--- config.mk ---
export PLATFORM = sky130hd
export DESIGN_NAME = irq_agg_top
export DESIGN_NICKNAME = d
export VERILOG_FILES = /design/src/rtl/irq_agg_pkg.sv /design/src/rtl/irq_agg_status.sv /design/src/rtl/irq_agg_mask.sv /design/src/rtl/irq_agg_srst.sv /design/src/rtl/irq_agg_top.sv
export SDC_FILE = /design/constraint.sdc
export NUM_CORES = 1
export LEC_CHECK = 0
export CAP_MARGIN = 30
export CORE_MARGIN = 4
export CORE_UTILIZATION = 30
export DETAILED_ROUTE_END_ITERATION = 8
export PLACE_DENSITY = 0.76
export RECOVER_POWER = 25
export SYNTH_ARGS = -nofsm -noshare
export SYNTH_HDL_FRONTEND = slang
export SYNTH_SLANG_ARGS = --single-unit
--- constraint.sdc ---
create_clock -name clk_i -period 1 [get_ports clk_i]
set_input_delay 0.2 -clock clk_i [delete_from_list [all_inputs] [get_ports clk_i]]
set_output_delay 0.2 -clock clk_i [all_outputs]
set_load 0.01 [all_outputs]
--- src/rtl/irq_agg_pkg.sv ---
package irq_agg_pkg;
  typedef enum int unsigned {
    SRC_MODE_FLT = 0,
    SRC_SLV_FLT  = 1,
    SRC_TX_EMPTY = 2,
    SRC_TX_UNDR  = 3,
    SRC_RX_FULL  = 4,
    SRC_RX_OVR   = 5
  } src_e;

  localparam int unsigned N_SRC    = int'(SRC_RX_OVR) + 1;
  localparam int unsigned ADDR_W   = 8;
  localparam int unsigned DATA_W   = 32;
  localparam int unsigned GATE_BIT = 31;

  localparam logic [ADDR_W-1:0] OFS_GATE = 8'h1C;
  localparam logic [ADDR_W-1:0] OFS_STAT = 8'h20;
  localparam logic [ADDR_W-1:0] OFS_IEN  = 8'h28;
  localparam logic [ADDR_W-1:0] OFS_SRST = 8'h40;

  localparam logic [DATA_W-1:0] SRST_KEY = 32'h0000_000A;
endpackage

--- src/rtl/irq_agg_status.sv ---
module irq_agg_status #(
  parameter int unsigned N_SRC = irq_agg_pkg::N_SRC
) (
  input  logic             clk_i,
  input  logic             rst_ni,
  input  logic             clr_all_i,
  input  logic [N_SRC-1:0] ack_i,
  input  logic [N_SRC-1:0] ev_i,
  output logic [N_SRC-1:0] status_o
);
  logic [N_SRC-1:0] status_q;

  for (genvar g = 0; g < N_SRC; g++) begin : g_bit
    // soft reset > event > acknowledge
    always_ff @(posedge clk_i or negedge rst_ni) begin
      if (!rst_ni)            status_q[g] <= 1'b0;
      else if (clr_all_i)     status_q[g] <= 1'b0;
      else if (ev_i[g])       status_q[g] <= 1'b1;
      else if (ack_i[g])      status_q[g] <= 1'b0;
    end


    ev_latch_chk: assert property (@(posedge clk_i) disable iff (!rst_ni)
      (!clr_all_i && ev_i[g]) |=> status_q[g]);


    ack_clr_chk: assert property (@(posedge clk_i) disable iff (!rst_ni)
      (!ev_i[g] && ack_i[g]) |=> !status_q[g]);


    ev_wins_chk: assert property (@(posedge clk_i) disable iff (!rst_ni)
      (!clr_all_i && ev_i[g] && ack_i[g]) |=> status_q[g]);
  end

  assign status_o = status_q;
endmodule

--- src/rtl/irq_agg_mask.sv ---
module irq_agg_mask #(
  parameter int unsigned N_SRC    = irq_agg_pkg::N_SRC,
  parameter int unsigned DATA_W   = irq_agg_pkg::DATA_W,
  parameter int unsigned GATE_BIT = irq_agg_pkg::GATE_BIT
) (
  input  logic              clk_i,
  input  logic              rst_ni,
  input  logic              clr_all_i,
  input  logic              ien_we_i,
  input  logic              gate_we_i,
  input  logic [DATA_W-1:0] wdata_i,
  input  logic [N_SRC-1:0]  status_i,
  output logic [N_SRC-1:0]  ien_o,
  output logic              gate_o,
  output logic              irq_o
);
  logic [N_SRC-1:0] ien_q;
  logic             gate_q;

  always_ff @(posedge clk_i or negedge rst_ni) begin
    if (!rst_ni)        ien_q <= '0;
    else if (clr_all_i) ien_q <= '0;
    else if (ien_we_i)  ien_q <= wdata_i[N_SRC-1:0];
  end

  always_ff @(posedge clk_i or negedge rst_ni) begin
    if (!rst_ni)         gate_q <= 1'b0;
    else if (clr_all_i)  gate_q <= 1'b0;
    else if (gate_we_i)  gate_q <= wdata_i[GATE_BIT];
  end

  assign irq_o  = gate_q & (|(status_i & ien_q));
  assign ien_o  = ien_q;
  assign gate_o = gate_q;


  ien_zero_chk: assert property (@(posedge clk_i) disable iff (!rst_ni)
    (ien_we_i && wdata_i[N_SRC-1:0] == '0) |=> !irq_o);


  gate_off_chk: assert property (@(posedge clk_i) disable iff (!rst_ni)
    (gate_we_i && !wdata_i[GATE_BIT]) |=> !irq_o);


  irq_src_chk: assert property (@(posedge clk_i) disable iff (!rst_ni)
    irq_o |-> (status_i != '0));
endmodule

--- src/rtl/irq_agg_srst.sv ---
module irq_agg_srst #(
  parameter int unsigned       DATA_W = irq_agg_pkg::DATA_W,
  parameter logic [DATA_W-1:0] KEY    = irq_agg_pkg::SRST_KEY
) (
  input  logic              clk_i,
  input  logic              rst_ni,
  input  logic              wr_sel_i,
  input  logic [DATA_W-1:0] wdata_i,
  output logic              hit_o,
  output logic              pulse_o
);
  logic pulse_q;

  assign hit_o = wr_sel_i && (wdata_i == KEY);

  always_ff @(posedge clk_i or negedge rst_ni) begin
    if (!rst_ni) pulse_q <= 1'b0;
    else         pulse_q <= hit_o;
  end

  assign pulse_o = pulse_q;


  bad_key_chk: assert property (@(posedge clk_i) disable iff (!rst_ni)
    (wr_sel_i && wdata_i != KEY) |=> !pulse_o);


  key_pulse_chk: assert property (@(posedge clk_i) disable iff (!rst_ni)
    (wr_sel_i && wdata_i == KEY) |=> pulse_o);
endmodule

--- src/rtl/irq_agg_top.sv ---
module irq_agg_top #(
  parameter int unsigned       N_SRC    = irq_agg_pkg::N_SRC,
  parameter int unsigned       ADDR_W   = irq_agg_pkg::ADDR_W,
  parameter int unsigned       DATA_W   = irq_agg_pkg::DATA_W,
  parameter int unsigned       GATE_BIT = irq_agg_pkg::GATE_BIT,
  parameter logic [ADDR_W-1:0] OFS_GATE = irq_agg_pkg::OFS_GATE,
  parameter logic [ADDR_W-1:0] OFS_STAT = irq_agg_pkg::OFS_STAT,
  parameter logic [ADDR_W-1:0] OFS_IEN  = irq_agg_pkg::OFS_IEN,
  parameter logic [ADDR_W-1:0] OFS_SRST = irq_agg_pkg::OFS_SRST,
  parameter logic [DATA_W-1:0] SRST_KEY = irq_agg_pkg::SRST_KEY
) (
  input  logic              clk_i,
  input  logic              rst_ni,
  input  logic              we_i,
  input  logic [ADDR_W-1:0] addr_i,
  input  logic [DATA_W-1:0] wdata_i,
  output logic [DATA_W-1:0] rdata_o,
  input  logic [N_SRC-1:0]  ev_i,
  output logic              irq_o,
  output logic              soft_rst_o
);
  localparam int unsigned PAD_W = DATA_W - N_SRC;

  logic             wr_gate, wr_stat, wr_ien, wr_srst;
  logic             srst_hit;
  logic [N_SRC-1:0] status, ien, ack;
  logic             gate;

  assign wr_gate = we_i && (addr_i == OFS_GATE);
  assign wr_stat = we_i && (addr_i == OFS_STAT);
  assign wr_ien  = we_i && (addr_i == OFS_IEN);
  assign wr_srst = we_i && (addr_i == OFS_SRST);
  assign ack     = wr_stat ? wdata_i[N_SRC-1:0] : '0;

  irq_agg_srst #(
    .DATA_W (DATA_W),
    .KEY    (SRST_KEY)
  ) u_srst (
    .clk_i    (clk_i),
    .rst_ni   (rst_ni),
    .wr_sel_i (wr_srst),
    .wdata_i  (wdata_i),
    .hit_o    (srst_hit),
    .pulse_o  (soft_rst_o)
  );

  irq_agg_status #(
    .N_SRC (N_SRC)
  ) u_status (
    .clk_i     (clk_i),
    .rst_ni    (rst_ni),
    .clr_all_i (srst_hit),
    .ack_i     (ack),
    .ev_i      (ev_i),
    .status_o  (status)
  );

  irq_agg_mask #(
    .N_SRC    (N_SRC),
    .DATA_W   (DATA_W),
    .GATE_BIT (GATE_BIT)
  ) u_mask (
    .clk_i     (clk_i),
    .rst_ni    (rst_ni),
    .clr_all_i (srst_hit),
    .ien_we_i  (wr_ien),
    .gate_we_i (wr_gate),
    .wdata_i   (wdata_i),
    .status_i  (status),
    .ien_o     (ien),
    .gate_o    (gate),
    .irq_o     (irq_o)
  );

  always_comb begin
    rdata_o = '0;
    if (addr_i == OFS_GATE)      rdata_o[GATE_BIT] = gate;
    else if (addr_i == OFS_STAT) rdata_o = {{PAD_W{1'b0}}, status};
    else if (addr_i == OFS_IEN)  rdata_o = {{PAD_W{1'b0}}, ien};
  end


  srst_clean_chk: assert property (@(posedge clk_i) disable iff (!rst_ni)
    soft_rst_o |-> (status == '0 && ien == '0 && !gate));


  unmapped_chk: assert property (@(posedge clk_i) disable iff (!rst_ni)
    (we_i && !wr_gate && !wr_stat && !wr_ien && !wr_srst && ev_i == '0)
      |=> ($stable(status) && $stable(ien) && $stable(gate)));
endmodule

==> impl_metrics.csv, run 1 <==
group,metric,value,unit
timing,rsz0062_at_grt,"true",
routing,routed_via_density,4.464,
critical_path,r2r_end,"u_mask.ien_o[5]$_DFFE_PN0P_",
timing,setup_ws,-0.4628,ns
timing,hold_viol_final,0,
grt,gr-total-overflow,0,
hold_path,hold_path.startpoint,"wdata_i[5]",
logic_synthesis,yosys.area.top_type,"dfrtp_1",
critical_path,crit_arrival,1.26,ns
power,power,1647,uW
job,maxCapViolCount,0,
hold_path,hold_path_class,"primary input to register",
logic_synthesis,syn_inst,123,
power,combPwrFrac,30.0,%
critical_path,crit_type,"primary input to primary output",
logic_synthesis,yosys-top-cells-count,"25 x buf_4, 14 x dfrtp_1, 13 x inv_1, 13 x mux2i_1, 9 x nor4_1",
grt,antenna_found_initial,0,
layout,insertedDiodeCount,0,
logic_synthesis,synth_seq_area_share,31.96,%
logic_synthesis,async_flop_share,100.0,%
power,p_sw,449.9,uW
layout,multi_input_area,880.8,um^2
floorplanning,start_util,31.84,%
status,status,"complete, but fails checks",
logic_synthesis,synth_area_leaders,"dfrtp_1 32%, buf_4 17%, mux2i_1 12%",
placed_design,io_buffers,57,
placed_design,placedCellCount,246,
layout,area_growth_syn_to_layout,105.5,%
hold_path,hold_path_end,"u_mask.ien_o[5]$_DFFE_PN0P_",
layout,layoutNonFillerInstCount,263,
grt,grt_pass1_wl,5319,um
power,p_int,1197,uW
timing,fmax,683.6,MHz
timing,period_share,146.3,%
layout,final_cell_area,2252,um^2
routing,dr.pass1.iters,4,
power,power_leakage,0.001053,uW
layout,final_nets,267,
timing,min_period,1.463,ns
critical_path,critPathCaptureType,"primary output",
floorplanning,ios,83,
clock_tree,cts_sinks,14,
critical_path,ff2ff_setup_slack,0.14,ns
logic_synthesis,synth_ff_type,"dfrtp_1",
routing,wirelength,3929,um
power,sw_frac_of_total,27.32,%
placed_design,placed_area,1913,um^2
logic_synthesis,ys_warn_count,0,
power,p_per_area,731.1,nW/um^2
timing,holdWs,0.3045,ns
routing,vias,1174,
power,seqPwrFrac,36.3,%
logic_synthesis,synth.cell_area,1096,um^2
critical_path,start_kind,"primary input",
clock_tree,hold_buffers,0,
hold_path,min_path_cells,4,
clock_tree,insertion_delay,0.24,ns
logic_synthesis,yosysTopAreaCellShare,31.96,%
clock_tree,cts_tree,"done",
logic_synthesis,ys_ff_latch,14,
floorplanning,die-width,68.45,um
layout,utilization,65.43,%
floorplanning,die_height,68.45,um
routing,dr.first_iter.drc_count,47,
clock_tree,clkTransAtPathRegs,0.06,ns
grt,grt_pass1_vias,1154,
critical_path,crit_fanout,4,
logic_synthesis,avgSynthCellArea,8.911,um^2
layout,nFillCells,279,
floorplanning,placementRows,21,
routing,drc,0,
logic_synthesis,yosysMostFrequentCell,"buf_4",
critical_path,r2r-start,"u_mask.ien_o[5]$_DFFE_PN0P_",
routing,wl_per_cell,14.94,um
layout,regArea,351.6,um^2
placed_design,dp_hpwl,2773,um
status,violations,"setup timing",
grt,grt_max_degree,15,
logic_synthesis,synth_cell_types,26,
clock_tree,cts.path.max_buffers,2,
critical_path,required,0.80,ns
floorplanning,die_area,4685,um^2
routing,ant_nets,0,
timing,fin_skew,0,ns
grt,track_usage,15.64,%
logic_synthesis,synth_edf_count,0,
critical_path,reg2reg_depth,3,
clock_tree,root_buffer,"clkbuf_8",
power,pwr-share-clk,33.6,%
power,vdd_drop_max,472.5,uV
placed_design,place_congestion,0.7056,
timing,timing_max_transition_violations_final,0,
floorplanning,coreArea,3442,um^2
clock_tree,numCtsBuffers,3,
timing,setup_viol,22,
clock_tree,cts_htree_levels,1,
layout,drive_gt1_share,57.14,%
## logic make-up after synthesis
family	share of synthesized area [%]
buf+inv	23.63
simple gates	24.09
compound gates	8.105
flops	31.96
mux	11.87
other cells	0.3421
## placed cells by master, fill, tap and decap left out, drive strengths merged, types with 3 or more instances in the layout
cell type	count
conb	25
dfrtp	14
buf	54
clkbuf	17
o21ai	6
a22oi	3
mux2i	13
dlygate4sd2	12
clkdlybuf4s50	6
a21oi	6
inv	13
clkdlybuf4s15	5
nor4	10
nand4	3
nor2	14
## sequential cells by signal (all words and copies together) (netlist names)
name and cells:
u_mask.ien_o 6, u_status.status_o 6, u_mask.gate_o 1, u_srst.pulse_o 1
## cell type report
| cell class | count | area share (%) |
|---|---|---|
| Clock buffer | 4 | 2.444 |
| Inverter | 13 | 2.167 |
| Multi-Input combinational cell | 93 | 39.11 |
| Sequential cell | 14 | 15.61 |
| Tap cell | 46 | 2.556 |
| Timing Repair Buffer | 93 | 38.11 |
## worst max-delay path by stage
stage,slack (ns),to,startpoint,cells past startpoint
6_report,-0.46,rdata_o[4],addr_i[1],7
5_1_grt,-0.52,rdata_o[0],addr_i[1],7
4_1_cts,-0.46,rdata_o[0],addr_i[0],7
3_5_place_dp,-1.21,rdata_o[4],addr_i[7],5
3_3_place_gp,-1.16,rdata_o[31],addr_i[7],4
2_1_floorplan,-0.35,u_mask.ien_o[0]$_DFFE_PN0P_,addr_i[7],4
## worst max-delay path: stages
cell and delay [ns]:
buf_8 0.10, nor4_4 0.34, nand3_4 0.15, buf_12 0.17, buf_4 0.13, nor2_4 0.07
buf_6 0.10
## power groups by stage
stage	logic, uW	clock network (uW)	registers [uW]
2_1_floorplan	221	0	599
3_3_place_gp	440	0	601
3_5_place_dp	446	0	602
4_1_cts	454	571	595
5_1_grt	531	605	600
6_report	495	554	598
## layer usage
layer | vias to the layer above | global-route usage [%] | share of wire [%] | wire length (um)
met5 | - | 0 | 0 | 0
met4 | 0 | 3.722 | 1.2 | 47
met3 | 6 | 2.627 | 5.1 | 201
met2 | 33 | 30.75 | 60 | 2350
met1 | 570 | 16.93 | 34 | 1329
li1 | 565 | - | - | -
## per-stage QoR
stage          setup slack, ns  setup TNS (ns)
6_report               -0.4628          -7.445
5_1_grt                -0.5153          -8.305
4_1_cts                -0.4642          -7.755
3_5_place_dp            -1.212          -22.28
3_3_place_gp            -1.161          -21.60
2_1_floorplan          -0.3517          -4.899
## repair_timing
| item | 4_1_cts | 5_1_grt |
|---|---|---|
| gates resized for setup | 143 | 67 |
| cloned | 0 | 0 |
| setup buffers | 11 | 2 |
| pin swaps | 24 | 17 |
| endpoints found under the setup margin | 23 | 22 |
Power figures use the tool's default switching activity.
==> inputs of run 2 (changes only) <==
- CORE_UTILIZATION: 30 -> 49
- DONT_BUFFER_PORTS: not set -> 1
- PLACE_DENSITY: 0.76 -> 0.66
==> run 2 against run 1 <==
The run still ends with setup timing left. Sequential share of layout area increased by 8.1 points. Clock power decreased by 26%. Die area decreased by 35%. Utilization increased by 6.8 points. Worst hold slack got worse by 0.27 ns. Sequential cell count unchanged. Sequential power decreased by 0.7%. Global-route usage increased by 0.90 points. Combinational power decreased by 55%. Register-to-register slack about the same. Largest cell class unchanged.
==> impl_metrics.csv, run 2 (same netlist as run 1, synthesis figures left out) <==
group,metric,value,unit
timing,hold_viol_final,0,
critical_path,reg2reg_depth,3,
critical_path,start_kind,"register",
critical_path,slowest_stage,"dfrtp_1",
routing,ant_nets,0,
critical_path,ff2ff_setup_slack,0.15,ns
timing,setup_viol,21,
hold_path,hold_path_end,"u_status.status_o[1]$_DFFE_PN0P_",
layout,final_nets,194,
clock_tree,cts_tree,"done",
layout,multi_input_area,823.3,um^2
timing,rsz0062_at_grt,"true",
power,power,1225,uW
floorplanning,start_util,53.68,%
placed_design,io_buffers,0,
grt,track_usage,16.54,%
clock_tree,insertion_delay,0.28,ns
routing,wl_per_cell,16.04,um
floorplanning,die_height,55.30,um
critical_path,crit_fanout,2,
critical_path,r2r-start,"u_mask.ien_o[2]$_DFFE_PN0P_",
layout,regArea,350.3,um^2
clock_tree,cts.path.max_buffers,2,
floorplanning,die-width,55.30,um
placed_design,place_congestion,0.7417,
grt,grt_max_degree,15,
timing,setup_ws,-0.3238,ns
critical_path,crit_type,"register to primary output",
routing,drc,0,
floorplanning,placementRows,16,
critical_path,r2r_end,"u_mask.ien_o[2]$_DFFE_PN0P_",
layout,nFillCells,159,
timing,holdWs,0.03756,ns
critical_path,critPathCaptureType,"primary output",
critical_path,cpPeakStageDelay,0.39,ns
clock_tree,cts_htree_levels,1,
timing,slew_headroom,57.82,%
timing,min_period,1.324,ns
power,p_per_area,830.3,nW/um^2
routing,wirelength,2743,um
grt,grt_pass1_wl,4071,um
timing,fin_skew,0,ns
floorplanning,ios,83,
timing,period_share,132.4,%
placed_design,post-place-ws,-0.4916,ns
grt,antenna_found_initial,0,
grt,gr-total-overflow,0,
layout,mostFrequentLayoutCells,"25 x conb_1, 14 x dfrtp_1, 13 x inv_1",
layout,final_cell_area,1475,um^2
layout,layout.cells.most_common,"conb_1",
clock_tree,root_buffer,"clkbuf_4",
routing,routed_via_density,5.316,
layout,area_growth_syn_to_layout,34.59,%
power,power_leakage,0.0006148,uW
floorplanning,coreArea,2042,um^2
routing,dr.first_iter.drc_count,37,
floorplanning,die_area,3058,um^2
placed_design,placed_area,1269,um^2
grt,grt_pass1_vias,903,
status,status,"complete, but fails checks",
hold_path,hold_path_class,"primary input to register",
placed_design,dp_hpwl,2094,um
routing,dr.pass1.iters,4,
timing,tightestPinTransition,0.6306,ns
clock_tree,cts_sinks,14,
timing,timing_max_transition_violations_final,0,
layout,insertedDiodeCount,0,
critical_path,cp_cell_sequence,"a22oi_1 > a31oi_1 > buf_4",
routing,vias,909,
clock_tree,numCtsBuffers,3,
critical_path,crit_arrival,1.12,ns
clock_tree,clkTransAtPathRegs,0.09,ns
hold_path,min_path_cells,2,
hold_path,hold_path.startpoint,"ev_i[1]",
status,violations,"setup timing",
layout,drive_gt1_share,45.14,%
power,vdd_drop_max,825.2,uV
critical_path,required,0.80,ns
job,maxCapViolCount,0,
timing,fmax,755.4,MHz
[run 2: timing repair]
item                                    CTS  global route
gates resized for setup                  14            18
hold buffers                              1             0
endpoints found under the hold margin    14             0
setup buffers                             0             1
cloned                                    0             0
endpoints found under the setup margin   22            22
pin swaps                                 5            11
[run 2: metal layers]
| metal | vias up | share of wire (%) | GRT usage (%) | routed length [um] |
|---|---|---|---|---|
| met2 | 56 | 51 | 27.70 | 1390 |
| li1 | 425 | - | - | - |
| met5 | - | 0 | 0 | 0 |
| met1 | 422 | 37 | 19.83 | 1027 |
| met4 | 0 | 2.0 | 6.250 | 55 |
| met3 | 6 | 9.8 | 4.895 | 270 |
[run 2: final cells by class]
type / count / area share (%)
Inverter: 13 / 3.308
Tap cell: 27 / 2.290
Multi-Input combinational cell: 93 / 55.81
Sequential cell: 14 / 23.75
Clock buffer: 4 / 2.460
Timing Repair Buffer: 20 / 12.38
[run 2: worst max-delay path by stage]
stage | to | from | slack [ns]
floorplan | u_mask.ien_o[0]$_DFFE_PN0P_ | addr_i[7] | -0.35
global placement | u_status.status_o[1]$_DFFE_PN0P_ | wdata_i[2] | -0.49
detailed placement | u_status.status_o[2]$_DFFE_PN0P_ | wdata_i[2] | -0.49
CTS | irq_o | u_status.status_o[3]$_DFFE_PN0P_ | -0.34
global route | irq_o | u_status.status_o[4]$_DFFE_PN0P_ | -0.37
finish | irq_o | u_status.status_o[3]$_DFFE_PN0P_ | -0.32
[run 2: where the power goes]
group,internal [uW],switching (uW),leakage [uW],total (uW)
logic,106,117,0.000431,223
registers,579,14.3,0.000163,594
clock network,222,187,0.0000210,409
[run 2: critical path: cells and delay by family, from the launching register on]
family | cells | cell delay [ns]
buffers and inverters | 1 | 0.15
AOI/OAI and AO/OA | 2 | 0.30
DFF | 1 | 0.39
[run 2: metrics by stage]
stage                     util (%)  setup TNS [ns]  instances
after floorplan                  -          -4.899        147
after global placement       62.13          -8.045        165
after detailed placement     62.13          -7.929        165
after CTS                    67.83          -2.778        170
after global routing         72.24          -4.465        171
final                        72.24          -3.204        171
==> inputs of run 3 (changes only) <==
- CTS_CLUSTER_DIAMETER: not set -> 100
==> results of run 3 <==
The final DEF is identical to that of run 2; final timing and power are the same.
